`src/rtl/irq_pkg.sv`:
```
package irq_pkg;
  typedef enum logic [1:0] {
    ADDR_STATUS = 2'd0,
    ADDR_MASK   = 2'd1,
    ADDR_CFG    = 2'd2,
    ADDR_EDGE   = 2'd3
  } reg_addr_e;

  localparam int CFG_POL_BIT = 0;
  localparam int CFG_EN_BIT  = 1;
  localparam int SRC_CONV    = 0;
  localparam int SRC_RTC     = 1;
  localparam int SRC_SUP_LSB = 2;
endpackage

```
`src/rtl/irq_sync.sv`:
```
module irq_sync #(
  parameter int W      = 4,
  parameter int STAGES = 2
) (
  input  logic         clk,
  input  logic         rst_n,
  input  logic [W-1:0] async_i,
  output logic [W-1:0] sync_o
);
  logic [W-1:0] stg_q [STAGES];

  always_ff @(posedge clk or negedge rst_n) begin
    if (!rst_n) begin
      for (int i = 0; i < STAGES; i++) stg_q[i] <= '0;
    end else begin
      stg_q[0] <= async_i;
      for (int i = 1; i < STAGES; i++) stg_q[i] <= stg_q[i-1];
    end
  end

  assign sync_o = stg_q[STAGES-1];
endmodule

```
`src/rtl/irq_edge_det.sv`:
```
module irq_edge_det #(
  parameter int W = 4
) (
  input  logic         clk,
  input  logic         rst_n,
  input  logic [W-1:0] sync_i,
  input  logic [W-1:0] fall_sel_i,
  output logic [W-1:0] edge_o
);
  logic [W-1:0] prev_q;

  always_ff @(posedge clk or negedge rst_n) begin
    if (!rst_n) prev_q <= '0;
    else        prev_q <= sync_i;
  end

  for (genvar k = 0; k < W; k++) begin : g_pin
    assign edge_o[k] = fall_sel_i[k] ? (prev_q[k] & ~sync_i[k])
                                     : (~prev_q[k] & sync_i[k]);
  end


  edge_follows_change_chk: assert property (@(posedge clk) disable iff (!rst_n)
    (edge_o != '0) |=> ((($past(edge_o) & ~($past(sync_i) ^ $past(prev_q)))) == '0));
endmodule

```
`src/rtl/irq_status.sv`:
```
module irq_status #(
  parameter int W = 8
) (
  input  logic         clk,
  input  logic         rst_n,
  input  logic [W-1:0] set_i,
  input  logic [W-1:0] clr_i,
  output logic [W-1:0] status_o
);
  logic [W-1:0] status_q;

  always_ff @(posedge clk or negedge rst_n) begin
    if (!rst_n) status_q <= '0;
    else        status_q <= (status_q & ~clr_i) | set_i;
  end

  assign status_o = status_q;


  sticky_hold_chk: assert property (@(posedge clk) disable iff (!rst_n)
    1'b1 |=> (((($past(status_q) & ~$past(clr_i)) & ~status_q)) == '0));


  set_wins_chk: assert property (@(posedge clk) disable iff (!rst_n)
    (set_i != '0) |=> ((status_q & $past(set_i)) == $past(set_i)));
endmodule

```
`src/rtl/irq_out.sv`:
```
module irq_out #(
  parameter int W = 8
) (
  input  logic         clk,
  input  logic         rst_n,
  input  logic [W-1:0] status_i,
  input  logic [W-1:0] mask_i,
  input  logic         pol_low_i,
  input  logic         en_i,
  output logic         irq_o
);
  logic pending;
  logic irq_q;

  assign pending = |(status_i & mask_i);

  always_ff @(posedge clk or negedge rst_n) begin
    if (!rst_n)    irq_q <= 1'b0;
    else if (en_i) irq_q <= pending ^ pol_low_i;
    else           irq_q <= pol_low_i;
  end

  assign irq_o = irq_q;


  disabled_idle_chk: assert property (@(posedge clk) disable iff (!rst_n)
    !en_i |=> (irq_o == $past(pol_low_i)));


  pending_active_chk: assert property (@(posedge clk) disable iff (!rst_n)
    (en_i && pending) |=> (irq_o != $past(pol_low_i)));
endmodule

```
`src/rtl/irq_gen_top.sv`:
```
module irq_gen_top #(
  parameter int N_GPIO   = 4,
  parameter int N_SUPPLY = 2,
  localparam int NSRC    = 2 + N_SUPPLY + N_GPIO
) (
  input  logic                clk,
  input  logic                rst_n,
  input  logic                conv_rdy_i,
  input  logic                rtc_alarm_i,
  input  logic [N_SUPPLY-1:0] supply_low_i,
  input  logic [N_GPIO-1:0]   gpio_i,
  input  logic                reg_wr_i,
  input  logic [1:0]          reg_addr_i,
  input  logic [NSRC-1:0]     reg_wdata_i,
  output logic [NSRC-1:0]     reg_rdata_o,
  output logic                irq_o
);
  import irq_pkg::*;

  localparam logic [NSRC-1:0] MASK_RST = NSRC'(1) << SRC_CONV;

  logic [N_SUPPLY-1:0] sup_sync;
  logic [N_GPIO-1:0]   pin_sync;
  logic [N_GPIO-1:0]   pin_edge;
  logic [N_GPIO-1:0]   fall_sel_q;
  logic [NSRC-1:0]     mask_q;
  logic [NSRC-1:0]     status;
  logic [NSRC-1:0]     set_vec;
  logic [NSRC-1:0]     clr_vec;
  logic                pol_low_q;
  logic                en_q;
  reg_addr_e           addr;

  assign addr = reg_addr_e'(reg_addr_i);

  irq_sync #(.W(N_SUPPLY), .STAGES(2)) i_sup_sync (
    .clk(clk), .rst_n(rst_n), .async_i(supply_low_i), .sync_o(sup_sync));

  irq_sync #(.W(N_GPIO), .STAGES(2)) i_pin_sync (
    .clk(clk), .rst_n(rst_n), .async_i(gpio_i), .sync_o(pin_sync));

  irq_edge_det #(.W(N_GPIO)) i_edge (
    .clk(clk), .rst_n(rst_n), .sync_i(pin_sync),
    .fall_sel_i(fall_sel_q), .edge_o(pin_edge));

  assign set_vec = {pin_edge, sup_sync, rtc_alarm_i, conv_rdy_i};
  assign clr_vec = (reg_wr_i && addr == ADDR_STATUS) ? reg_wdata_i : '0;

  irq_status #(.W(NSRC)) i_status (
    .clk(clk), .rst_n(rst_n), .set_i(set_vec), .clr_i(clr_vec),
    .status_o(status));

  always_ff @(posedge clk or negedge rst_n) begin
    if (!rst_n) begin
      mask_q     <= MASK_RST;
      pol_low_q  <= 1'b0;
      en_q       <= 1'b1;
      fall_sel_q <= '0;
    end else if (reg_wr_i) begin
      case (addr)
        ADDR_MASK: mask_q     <= reg_wdata_i;
        ADDR_CFG: begin
          pol_low_q <= reg_wdata_i[CFG_POL_BIT];
          en_q      <= reg_wdata_i[CFG_EN_BIT];
        end
        ADDR_EDGE: fall_sel_q <= reg_wdata_i[N_GPIO-1:0];
        default: ;
      endcase
    end
  end

  always_comb begin
    reg_rdata_o = '0;
    case (addr)
      ADDR_STATUS: reg_rdata_o = status;
      ADDR_MASK:   reg_rdata_o = mask_q;
      ADDR_CFG: begin
        reg_rdata_o[CFG_POL_BIT] = pol_low_q;
        reg_rdata_o[CFG_EN_BIT]  = en_q;
      end
      ADDR_EDGE:   reg_rdata_o[N_GPIO-1:0] = fall_sel_q;
      default: ;
    endcase
  end

  irq_out #(.W(NSRC)) i_out (
    .clk(clk), .rst_n(rst_n), .status_i(status), .mask_i(mask_q),
    .pol_low_i(pol_low_q), .en_i(en_q), .irq_o(irq_o));


  mask_keeps_status_chk: assert property (@(posedge clk) disable iff (!rst_n)
    (reg_wr_i && addr == ADDR_MASK && set_vec == '0) |=> (status == $past(status)));


  pol_follows_cfg_chk: assert property (@(posedge clk) disable iff (!rst_n)
    (en_q && (status & mask_q) == '0) |=> (irq_o == $past(pol_low_q)));
endmodule

```
`config.mk`:
```
export PLATFORM = sky130hd
export DESIGN_NAME = irq_gen_top
export DESIGN_NICKNAME = d
export VERILOG_FILES = /design/src/rtl/irq_pkg.sv /design/src/rtl/irq_sync.sv /design/src/rtl/irq_edge_det.sv /design/src/rtl/irq_status.sv /design/src/rtl/irq_out.sv /design/src/rtl/irq_gen_top.sv
export SDC_FILE = /design/constraint.sdc
export NUM_CORES = 1
export LEC_CHECK = 0
export ABC_AREA = 1
export BUFFER_PORTS_ARGS = -buffer_cell sky130_fd_sc_hd__buf_2
export CAP_MARGIN = 15
export CORE_MARGIN = 3
export CORE_UTILIZATION = 53
export DETAILED_ROUTE_END_ITERATION = 6
export PLACE_DENSITY = 0.77
export SLEW_MARGIN = 20
export SYNTH_ARGS = -nofsm -noshare
export SYNTH_HDL_FRONTEND = slang
export SYNTH_SLANG_ARGS = --single-unit
```
`constraint.sdc`:
```
create_clock -name clk -period 2.7 [get_ports clk]
set_clock_uncertainty 0.05 [all_clocks]
set_input_delay 0.54 -clock clk [delete_from_list [all_inputs] [get_ports clk]]
set_output_delay 0.54 -clock clk [all_outputs]
set_load 0.05 [all_outputs]
```
==> flow_summary.json, run 1 <==
{
  "slew_headroom_pct": 45.6,
  "routed_via_density": 5.31,
  "grt_max_degree": 40,
  "critPathLaunchType": "input pin",
  "ios": 30,
  "area.growth.synth_to_final_pct": 15.9,
  "min_path_type": "in -> async",
  "grt_pass1_wl_mm": 5.05,
  "htreeDepth": 2,
  "rr_endpoint": "i_out.irq_o",
  "drive_above_1_share_pct": 27.3,
  "root_buffer": "clkbuf_4",
  "cpPeakStageDelay_ns": 0.30,
  "gp_congestion": 0.848,
  "syn_inst": 163,
  "fmax_mhz": 493,
  "p_per_area_nw_per_um2": 728,
  "pwr-share-seq_pct": 51.4,
  "status": "finished clean",
  "fp.coreArea_um2": 2810,
  "clock-sinks": 39,
  "mappedNetlistNets": 184,
  "setup_violations": 0,
  "vias": 1216,
  "crit_arrival_ns": 1.44,
  "cp.depth": 5,
  "crit_buf_inv": 2,
  "layout_setup_ws_ns": 0.670,
  "ctsResizeCount": 0,
  "synth_top_area_cell": "dfrtp_1",
  "port_buffers": 29,
  "hold_violations": 0,
  "netlist_area_um2": 1600,
  "dp_hpwl_mm": 2.18,
  "postSynthAreaPerCell_um2": 9.80,
  "yosysUniqueCellTypes": 19,
  "critical_path_class": "in -> out",
  "cts_tree": "done",
  "vdd_drop_max_v": 0.000394,
  "power_frac_comb_pct": 18.5,
  "fillers": 219,
  "ys_seq_elements": 39,
  "firstDrtPassIters": 4,
  "cts.clk_slew.worst_paths_ns": 0.11,
  "grt-ovfl-total": 0,
  "drt_iter0_drc": 70,
  "stdcell_area_um2": 1850,
  "async_flop_share_pct": 100,
  "timing.rr.start": "mask_q[0]",
  "worst_pin_slew_ns": 0.816,
  "die-area_um2": 3710,
  "hold_ws_ns": 0.225,
  "yosysWarnings": 0,
  "track_usage_pct": 19.6,
  "dp_slack_ns": 0.690,
  "cts_buffer_depth": 2,
  "r2r_slack_ns": 1.61,
  "r2r_cells": 7,
  "wl_per_cell_um": 13.4,
  "num_rows": 19,
  "clkPwrFrac_pct": 30.1,
  "placed_area_um2": 1770,
  "crit_chain": "buf_2 -> nor2_4 -> nand2_1 -> o211ai_1 -> buf_2",
  "tns_ns": 0,
  "critPathMaxFanout": 9,
  "antenna_found_initial": 0,
  "initial_utilization_pct": 57.0,
  "max_cap_viol_count": 0,
  "p_sw_uw": 404,
  "cts_setup_buffers": 0,
  "synthFlopType": "dfrtp_1",
  "synthTopCellsByArea": "dfrtp_1, nand2_1, o21ai_2, inv_1, dfstp_2",
  "drcViolationCount": 0,
  "cpMaxStageDelayCell": "buf_2",
  "ys_seq_area_share_pct": 61.2,
  "postRouteAntennaNets": 0,
  "endpoint_kind": "output port",
  "diodes": 0,
  "rsz0062_at_grt": "no",
  "first_global_vias": 1154,
  "period_needed_ns": 2.03,
  "synth_top_area_share_pct": 57.9,
  "clkLatencyLatePin_ns": 0.34,
  "path_delay_family": "buffers and inverters",
  "total_power_mw": 1.35,
  "critical_path.most_common_cell": "buf_2",
  "fin_nets": 218,
  "fp.dieW_um": 60.9,
  "numCtsBuffers": 5,
  "finalWirelength_mm": 3.08,
  "fp.dieH_um": 60.9,
  "intPower_uw": 944,
  "ctsHoldBuffers": 0,
  "fin_crit_sh_pct": 75.2,
  "cp.required_ns": 2.11,
  "sw_frac_of_total_pct": 30.0,
  "final_max_slew_viol_count": 0,
  "synth_enable_flop_cells": 0,
  "leakage_nw": 0.942
}
-- worst max-delay path by stage --
stage	startpoint	end	slack [ns]
6_report	reg_addr_i[1]	reg_rdata_o[2]	0.67
5_1_grt	reg_addr_i[1]	reg_rdata_o[0]	0.64
3_5_place_dp	reg_addr_i[1]	reg_rdata_o[2]	0.69
4_1_cts	reg_addr_i[1]	reg_rdata_o[2]	0.69
3_3_place_gp	reg_addr_i[1]	reg_rdata_o[2]	0.72
2_1_floorplan	reg_addr_i[1]	reg_rdata_o[2]	0.45
-- cells in the final DEF (no fill, tap or decap) --
cell type	count
inv_1	18
a22o_1	4
o21ai_0	7
inv_2	2
nor2_8	1
o21ai_1	7
dfrtp_1	37
o21ai_2	8
nor2_1	6
nand4_1	2
nand2_2	2
dfstp_2	2
o211ai_1	5
clkbuf_8	1
buf_2	29
nand2_4	1
nor2_4	1
nand3_1	6
clkinv_2	1
clkbuf_4	5
nand2_1	52
bufinv_16	1
-- Yosys cell counts (2+ instances only) --
master	n
inv_1	18
dfrtp_1	37
nand3_1	6
o211ai_1	5
o21ai_1	7
o21ai_2	8
inv_2	2
a22o_1	4
nand2_1	52
nand4_1	2
nor2_1	6
nand2_2	2
o21ai_0	7
dfstp_2	2
-- worst register-to-register path, delay by kind of cell, from the launching register on --
kind	cells	cell delay (ns)
flip-flops	1	0.56
AND/OR/NAND/NOR	7	0.38
-- state kept, by name (all words and copies together), names as in the netlist --
register           cells
i_pin_sync.sync_o      4
fall_sel_q             4
mask_q                 8
i_sup_sync.sync_o      2
i_pin_sync.stg_q       4
pol_low_q              1
i_edge.prev_q          4
i_status.status_o      8
i_sup_sync.stg_q       2
en_q                   1
i_out.irq_o            1
-- power by group through the flow --
stage,clock (mW),sequential (mW),combinational (mW)
after floorplan,0,0.704,0.172
after global placement,0,0.697,0.243
after detailed placement,0,0.702,0.251
after CTS,0.416,0.691,0.252
after global routing,0.444,0.700,0.277
final,0.406,0.693,0.250
-- area by class of cell --
type	count	area [µm²]	share of cell area [%]
clock buffers	6	51.3	2.77
multi-input cells	102	528	28.5
clock inverters	2	35.0	1.89
well taps	31	38.8	2.09
repair buffers	29	145	7.84
inverters	20	75.1	4.05
flip-flops and latches	39	978	52.8
-- stage by stage --
step                util (%)  instances
finish                  66.0        229
global route            66.0        229
CTS                     66.0        229
detailed placement      62.9        221
global placement        62.9        221
floorplan                  -        163
-- cells by family (layout without fill, tap and decap cells) --
family                 Yosys count  in the layout  share of synthesized area (%)
AO/OA/AOI/OAI                   31             31                           13.3
AND/OR/NAND/NOR                 71             71                           19.7
buffers and inverters           22             57                           5.72
flip-flops                      39             39                           61.2
-- routing by layer --
metal | track usage (%) | vias to the layer above | routed length (µm)
met1 | 22.3 | 568 | 1290
met2 | 33.1 | 49 | 1490
met5 | 0 | - | 0
met3 | 4.68 | 7 | 221
met4 | 11.8 | 0 | 71
li1 | - | 592 | -
(Power assumes the default switching activity.)
==> run 2: changes to the inputs <==
--- a/config.mk
+++ b/config.mk
@@ -9,9 +9,9 @@
 export BUFFER_PORTS_ARGS = -buffer_cell sky130_fd_sc_hd__buf_2
 export CAP_MARGIN = 15
 export CORE_MARGIN = 3
-export CORE_UTILIZATION = 53
+export CORE_UTILIZATION = 48
 export DETAILED_ROUTE_END_ITERATION = 6
-export PLACE_DENSITY = 0.77
+export PLACE_DENSITY = 0.73
 export SLEW_MARGIN = 20
 export SYNTH_ARGS = -nofsm -noshare
 export SYNTH_HDL_FRONTEND = slang
==> constraint.sdc (replaced) <==
create_clock -name clk -period 1.7 [get_ports clk]
set_clock_uncertainty 0.05 [all_clocks]
set_input_delay 0.34 -clock clk [delete_from_list [all_inputs] [get_ports clk]]
set_output_delay 0.34 -clock clk [all_outputs]
set_load 0.05 [all_outputs]
==> run 2 against run 1 <==
Net effect:
- sequential cell count stayed put
- via count is 4.8% lower
- clock power up 25%
- register-to-register slack worse by 0.98 ns
- first-iteration DRC count down 44%
- count of clock-buffer cells in the layout grew 2
- final cell count grew 7.0%
- sequential power up 57%
- power increased by 50%
- worst hold slack lost 0.16 ns
- critical path depth fell by 2
- routed wire length shrank 6.1%
- critical path type is now reg -> out
- critical endpoint is now reg_rdata_o[1]
- largest power group unchanged
- highest routed layer unchanged
==> flow_summary.json, run 2 (same netlist as run 1, synthesis figures left out) <==
{
  "status": "finished clean",
  "dp_hpwl_mm": 2.18,
  "cts_buffer_depth": 2,
  "setup_violations": 0,
  "rsz0062_at_grt": "yes",
  "max_cap_viol_count": 0,
  "wl_per_cell_um": 11.8,
  "busiest_layer": "met2",
  "path_delay_family": "flip-flops",
  "power_frac_comb_pct": 20.9,
  "crit_buf_inv": 1,
  "slew_headroom_pct": 72.5,
  "cpMaxStageDelayCell": "dfstp_2",
  "use_met2_pct": 27.4,
  "hold_ws_ns": 0.0630,
  "critPathLaunchType": "flop",
  "crit_arrival_ns": 1.24,
  "r2r_slack_ns": 0.63,
  "vias": 1158,
  "period_needed_ns": 1.63,
  "p_per_area_nw_per_um2": 1060,
  "worst_pin_slew_ns": 0.412,
  "clock-sinks": 39,
  "endpoint_kind": "output port",
  "critPathMaxFanout": 3,
  "clkPwrFrac_pct": 25.1,
  "initial_utilization_pct": 51.5,
  "vdd_drop_max_v": 0.000602,
  "cts_tree": "done",
  "met3_usage_pct": 4.99,
  "min_path_type": "in -> reg",
  "fp.dieW_um": 63.7,
  "fin_crit_sh_pct": 95.6,
  "numCtsBuffers": 5,
  "gp_congestion": 0.834,
  "area.growth.synth_to_final_pct": 20.0,
  "sw_frac_of_total_pct": 29.9,
  "cp.required_ns": 1.31,
  "finalWirelength_mm": 2.89,
  "track_usage_pct": 16.7,
  "cpPeakStageDelay_ns": 0.57,
  "drcViolationCount": 0,
  "num_rows": 20,
  "grt_pass1_wl_mm": 5.13,
  "routed_via_density": 4.73,
  "crit_chain": "nand3_2 -> nand4_1 -> buf_6",
  "hold_violations": 0,
  "final_max_slew_viol_count": 0,
  "final_cell_mix": "nand2_1, dfrtp_1, buf_2",
  "ios": 30,
  "grt-ovfl-total": 0,
  "pwr-share-seq_pct": 54.0,
  "drt_iter0_drc": 39,
  "critical_path_class": "reg -> out",
  "fin_nets": 221,
  "firstDrtPassIters": 4,
  "p_sw_uw": 606,
  "grt_max_degree": 24,
  "intPower_mw": 1.42,
  "first_global_vias": 1176,
  "met1_usage_pct": 20.2,
  "port_buffers": 29,
  "cts.clk_slew.worst_paths_ns": 0.10,
  "root_buffer": "clkbuf_4",
  "antenna_found_initial": 0,
  "drive_above_1_share_pct": 28.4,
  "fmax_mhz": 615,
  "fp.coreArea_um2": 3100,
  "die-area_um2": 4060,
  "htreeDepth": 2,
  "fp.dieH_um": 63.7,
  "diodes": 0,
  "postRouteAntennaNets": 0,
  "tns_ns": 0,
  "clkLatencyLatePin_ns": 0.32,
  "leakage_nw": 0.961,
  "layout_commonest_cell": "nand2_1"
}
run 2: what timing repair did:
item                       in CTS  in global routing
hold buffers                    1                  0
setup endpoints to repair       1                  4
buffers inserted                0                  1
pin swaps                       0                  2
gates resized for setup         1                  9
hold endpoints to repair       15                  0
run 2: final cells by class:
cell class / instances / area [µm²]
multi-input cells: 102 / 541
inverters: 20 / 75.1
flip-flops and latches: 39 / 978
fillers: 285 / 1180
clock buffers: 8 / 68.8
repair buffers: 32 / 200
well taps: 44 / 55.1
run 2: path summary, 6_finish.rpt:
kind / startpoint / cells past startpoint / end
setup / recovery: en_q / 3 / reg_rdata_o[1]
hold / removal: supply_low_i[1] / 1 / i_sup_sync.stg_q[3]
setup reg to reg: mask_q[0] / 7 / i_out.irq_o
hold reg to reg: i_pin_sync.stg_q[5] / 0 / i_pin_sync.sync_o[1]
max in group asynchronous: rst_n / 3 / mask_q[0]
min in group asynchronous: rst_n / 2 / pol_low_q
run 2: routing by layer:
metal,wire (µm),vias to the layer above
met5,0,-
met4,19,0
met3,153,2
met2,1440,26
met1,1280,535
li1,-,595
run 2: per-stage QoR:
step | std cells | setup slack [ns] | instance area [µm²] | total power [mW] | util, %
CTS | 244 | 0.000529 | 1890 | 2.04 | 60.9
finish | 245 | 0.0745 | 1920 | 2.03 | 61.8
floorplan | 163 | 0.00878 | 1620 | 1.40 | -
global placement | 235 | 0.0991 | 1810 | 1.50 | 58.3
detailed placement | 235 | 0.0820 | 1810 | 1.52 | 58.3
global route | 245 | -0.00808 | 1920 | 2.17 | 61.8
run 2: power by group through the flow:
| stage | clock (mW) | sequential (mW) | combinational [mW] |
|---|---|---|---|
| final | 0.509 | 1.09 | 0.423 |
| after global routing | 0.586 | 1.11 | 0.471 |
| after CTS | 0.537 | 1.09 | 0.410 |
| after detailed placement | 0 | 1.11 | 0.405 |
| after global placement | 0 | 1.11 | 0.395 |
| after floorplan | 0 | 1.12 | 0.279 |
run 2: worst reg2reg max path: cells and delay by family, from the launching register on:
| family | cells | cell delay [ns] |
|---|---|---|
| DFF | 1 | 0.55 |
| and+or+nand+nor | 7 | 0.38 |
